### config.mk
export PLATFORM = sky130hd
export DESIGN_NAME = dsc_scan_engine
export DESIGN_NICKNAME = d
export VERILOG_FILES = /design/src/rtl/dsc_scan_engine.sv
export SDC_FILE = /design/constraint.sdc
export NUM_CORES = 1
export LEC_CHECK = 0
export ABC_AREA = 1
export BUFFER_PORTS_ARGS = -buffer_cell sky130_fd_sc_hd__buf_2
export CORE_AREA = 3 3 75 112
export DETAILED_ROUTE_END_ITERATION = 12
export DIE_AREA = 0 0 78 115
export HOLD_SLACK_MARGIN = 0.02
export PLACE_DENSITY_LB_ADDON = 0.25
export SETUP_SLACK_MARGIN = 0.05
export SYNTH_ARGS = -nofsm -noshare
export SYNTH_HDL_FRONTEND = slang
export SYNTH_SLANG_ARGS = --single-unit
### constraint.sdc
create_clock -name clk -period 2.84 [get_ports clk]
set_input_delay 0.142 -clock clk [delete_from_list [all_inputs] [get_ports clk]]
set_output_delay 0.142 -clock clk [all_outputs]
set_load 0.005 [all_outputs]
### src/rtl/dsc_scan_engine.sv
module dsc_scan_engine #(
  parameter int ELEMS = 64,
  parameter int CNT_W = 17,
  localparam int IDX_W = $clog2(ELEMS),
  localparam logic [IDX_W-1:0] LAST = IDX_W'(ELEMS - 1)
) (
  input  logic             clk,
  input  logic             rst,
  input  logic             clr,
  input  logic             start_en,
  input  logic             scan_wr,
  input  logic             scan_rd,
  input  logic [CNT_W-1:0] total_writes,
  output logic [IDX_W-1:0] scan_idx,
  output logic             busy,
  output logic             done,
  output logic             verdict
);
  logic [CNT_W-1:0] marked_q;
  logic [CNT_W-1:0] marked_nx;
  logic             clash_q;
  logic             clash_nx;

  assign marked_nx = marked_q + CNT_W'(scan_wr);
  assign clash_nx  = clash_q | (scan_wr & scan_rd);

  always_ff @(posedge clk) begin
    if (rst || clr) begin
      busy     <= 1'b0;
      done     <= 1'b0;
      verdict  <= 1'b0;
      scan_idx <= '0;
      marked_q <= '0;
      clash_q  <= 1'b0;
    end else begin
      done <= 1'b0;
      if (busy) begin
        marked_q <= marked_nx;
        clash_q  <= clash_nx;
        if (scan_idx == LAST) begin
          busy    <= 1'b0;
          done    <= 1'b1;
          verdict <= !clash_nx && (marked_nx == total_writes);
        end else begin
          scan_idx <= scan_idx + 1'b1;
        end
      end else if (start_en) begin
        busy     <= 1'b1;
        scan_idx <= '0;
        marked_q <= '0;
        clash_q  <= 1'b0;
      end
    end
  end
endmodule

=== Yosys cells after proc, flatten, opt, wreduce, memory -nomap -nowiden ===
Index checks and enable logic that the tools add are counted.

* Input port bits: 23
* Bits in registers: 27
* Logic and storage cells: 32

* Mux-type cells: 11
* Add/sub/neg operators: 2
* Reduce and logical (&&, ||, !) cells: 7
* Equality and inequality tests: 3
* Bitwise logic cells: 3

{| class="wikitable"
|+ Operators with widths
! operator !! number
|-
| 2-to-1 mux 17 bit || 2
|-
| 2-to-1 mux 6 bit || 3
|-
| adder 17 x 1 -> 17 bit || 1
|-
| equality test 17 bit || 1
|-
| adder 6 x 1 -> 6 bit (second input constant) || 1
|-
| equality test 6 bit (second input constant) || 1
|-
| 2-to-1 mux 1 bit || 6
|-
| AND reduction 2 bit || 2
|-
| != test 2 bit (second input constant) || 1
|-
| nonzero test 2 bit || 1
|-
| OR reduction 2 bit || 1
|-
| AND 1 bit || 1
|-
| logical AND 1 bit || 1
|-
| logical NOT 1 bit || 1
|-
| logical OR 1 bit || 1
|-
| NOT 1 bit || 1
|-
| OR 1 bit || 1
|}

=== Depth between registers and ports, before layout ===
* Depth in word-level cells: 4
* Mapped depth: 15
* Gate-level depth less buffers: 15

=== Worst setup path before layout ===
Ideal clock, no wire load.

* Kind: register to register
* Start: reg scan_idx[0]
* End: reg verdict
* Arrival time: 1505 ps
* Setup slack: 1264 ps
* Stages on the path, launching flop included: 14
* Required time: 2770 ps
* Period minus slack after synthesis: 1576 ps
* Cell sequence: dfxtp_1 -> ha_1 -> nand3_1 -> nor2_1 -> nand2_1 -> nor2_1 -> nand2_1 -> nor2_1 -> nand2_1 -> nor2_1 -> nand2_1 -> nor2_1 -> nand2_1 -> a21oi_1

* Cells in the longest elaborated chain, start to end: 2

{| class="wikitable"
|+ Ends and longest elaborated chain
! what !! line !! source
|-
| start, declared || 14 || <nowiki>output logic [IDX_W-1:0] scan_idx,</nowiki>
|-
| start signal, assigned || 45 || <nowiki>scan_idx <= scan_idx + 1'b1;</nowiki>
|-
| equality test 6 bit || 40 || <nowiki>if (scan_idx == LAST) begin</nowiki>
|-
| AND reduction 2 bit (no source line) || -- ||
|-
| end signal, assigned || 43 || <nowiki>verdict <= !clash_nx && (marked_nx == total_writes);</nowiki>
|-
| end, declared || 17 || <nowiki>output logic verdict</nowiki>
|}

Every way passes these cells.
A chain may end at the register's enable or synchronous reset.

=== Worst setup path after layout ===
Ends and elaborated chain as after synthesis.

==> impl_metrics.json <==
{
  "path_buf_inv": 0,
  "cts_hold_buf": 0,
  "hp-class": "in -> reg",
  "area_growth_pct": 19.5,
  "yosys_warnings": 0,
  "synthMuxAreaShare": 0,
  "start_util": 0.244,
  "grt_pass1_wl_um": 8710,
  "antenna_found_initial": 0,
  "place_ws_ns": 0.930,
  "tightest_slew_ns": 0.830,
  "crit_slowest_cell": "dfxtp_1",
  "status": "completed",
  "first_global_vias": 1868,
  "cp-start-kind": "flop",
  "drc": 0,
  "worst_slack_ns": 0.885,
  "drt-total-wl_um": 5280,
  "path_max_fanout": 5,
  "die_area_mm2": 0.00897,
  "die_y_um": 115,
  "finalWeightedCongestion": 0.822,
  "criticalPathCategory": "reg -> reg",
  "coreArea_mm2": 0.00761,
  "critPathArrivalTime_ns": 2.14,
  "crit_family": "simple AND/OR/NAND/NOR gates",
  "synth_xor_area_frac": 0.0263,
  "hold_viol_final": 0,
  "end_kind": "flop",
  "num_antenna_cells": 0,
  "synth-simple-area-share": 0.469,
  "rrSetupSlack_ns": 0.88,
  "tns_ns": 0,
  "dieWidth_um": 78,
  "synth_area_mm2": 0.00186,
  "detail-route-antenna-nets": 0,
  "yosysUniqueCellTypes": 26,
  "globalRouteTotalUtil": 0.122,
  "htreeDepth": 1,
  "yosys.area_share.adder": 0.0202,
  "power.leakage_nw": 0.954,
  "synthCells": 310,
  "worstPathCellList": "ha_1, nand3_1, nor2_1, nand2_1, nor2_1, nand2_1, nor2_1, nand2_1, nor2_1, nand2_1, nor2_1, nand2_1, a21oi_1",
  "post-cts-setup-buffers": 0,
  "drive_above_1_share": 0.143,
  "setup_viol": 0,
  "critPathMaxStageDelay_ns": 0.39,
  "synth_top_family_by_area": "simple AND/OR/NAND/NOR gates",
  "synth_compound_gate_area_share": 0.106,
  "cap_violations": 0,
  "slew-limit-headroom": 0.446,
  "post-route-period-util": 0.688,
  "finalNetCount": 369,
  "cts.sinks": 27,
  "cts_buffers": 3,
  "viasPerCell": 4.48,
  "path_clk_slew_ns": 0.08,
  "dp_hpwl_um": 4080,
  "max-vdd-ir-drop_mv": 0.287,
  "synth.net_count": 336,
  "wl_per_cell_um": 11.9,
  "final_cell_mix": "100 x nand2_1, 40 x nand3_1, 38 x inv_1",
  "root_buffer": "clkbuf_16",
  "pwr_density_cell_mw_per_mm2": 358,
  "ys_ff_latch": 27,
  "avgSynthCellArea_um2": 5.99,
  "vias": 1991,
  "io_buffers": 31,
  "fin_crit_ns": 1.96,
  "fmax_mhz": 511,
  "drt_iter0_drc": 118,
  "num_rows": 39,
  "worstPathRequired_ns": 3.03,
  "clock_latency_ns": 0.27,
  "ys_seq_area_frac": 0.291,
  "mostFrequentLayoutCell": "nand2_1",
  "grt_max_degree": 25,
  "gr-total-overflow": 0,
  "drtPass1Iterations": 4,
  "post_cts_resized": 0,
  "cts_tree": "built",
  "clock_path_buffers": 2,
  "clock_skew_ns": 0.00538,
  "slew_violations": 0,
  "rsz0062_at_grt": "false",
  "ios": 32
}
synth_stat cells:
library cell  number  area share
nor2_8             1       0.011
dfxtp_1           27        0.29
nand2_4            1      0.0061
a22oi_1            1      0.0040
o21ai_2            2      0.0094
and3_1             1      0.0034
a21boi_0           1      0.0040
nor2_1            35       0.071
clkbuf_1           3      0.0061
o21bai_1           2      0.0081
nand2_1          100        0.20
nand3b_1           5       0.020
nor3_1             2      0.0054
o21ai_0            5       0.013
nand3_1           40        0.11
inv_1             38       0.077
ha_1               3       0.020
nand2_2            6       0.020
xnor3_1            1       0.012
nor2_2             1      0.0034
nand4_1            4       0.013
buf_1              2      0.0040
xnor2_1            1      0.0047
a21oi_1           25       0.067
xor2_1             2      0.0094
nor2_4             1      0.0061
cell type report:
class                      instances  area (µm²)
tap                              102         128
clock buffer                       3        75.1
sequential                        27         541
fill                             898        5390
clock inverter                     1        7.51
multi-input combinational        240        1160
timing repair buffer              33         170
inverter                          38         143
sequential cells by signal, indices dropped and copies added, names as in the netlist:
register  count
marked_q     17
scan_idx      6
busy          1
clash_q       1
done          1
verdict       1
per-stage QoR:
stage	power [mW]	hold WS (ns)	cells	cell area, µm²	util
3_5_place_dp	0.462	0.440	440	2140	0.281
4_1_cts	0.807	0.148	444	2220	0.292
6_report	0.794	0.150	444	2220	0.292
5_1_grt	0.825	0.189	444	2220	0.292
3_3_place_gp	0.462	0.442	440	2140	0.281
2_1_floorplan	0.427	0.314	310	1860	-
per-layer routing:
metal | vias up | share of wire | global-route usage
met5 | - | 0 | 0
met4 | 0 | 0.021 | 0.0502
met3 | 6 | 0.027 | 0.0149
met2 | 41 | 0.52 | 0.233
met1 | 883 | 0.43 | 0.136
li1 | 1061 | - | -
tightest hold or removal path, stage by stage:
cell	delay [ns]
buf_2	0.07
nor2_1	0.06
nand2_1	0.07
nor2_1	0.03
final timing paths:
path	start	to	cells past startpoint
hold / removal	rst	scan_idx[3]	4
setup / recovery	scan_idx[0]	verdict	13
hold reg to reg	marked_q[16]	marked_q[16]	2
setup reg to reg	scan_idx[0]	verdict	13
power by group:
group	switching (mW)	internal [mW]	leakage, nW
Combinational	0.0418	0.0276	0.700
Sequential	0.00229	0.380	0.218
Clock	0.151	0.192	0.0371
kinds of logic after synthesis:
group                    after synthesis
buffers and inverters                 43
adder cells (fa/ha/maj)                3
AND/OR/NAND/NOR                      197
AO/OA/AOI/OAI                         36
flip-flops                            27
XOR/XNOR                               4
No activity file was read; power rests on OpenSTA's default activity.
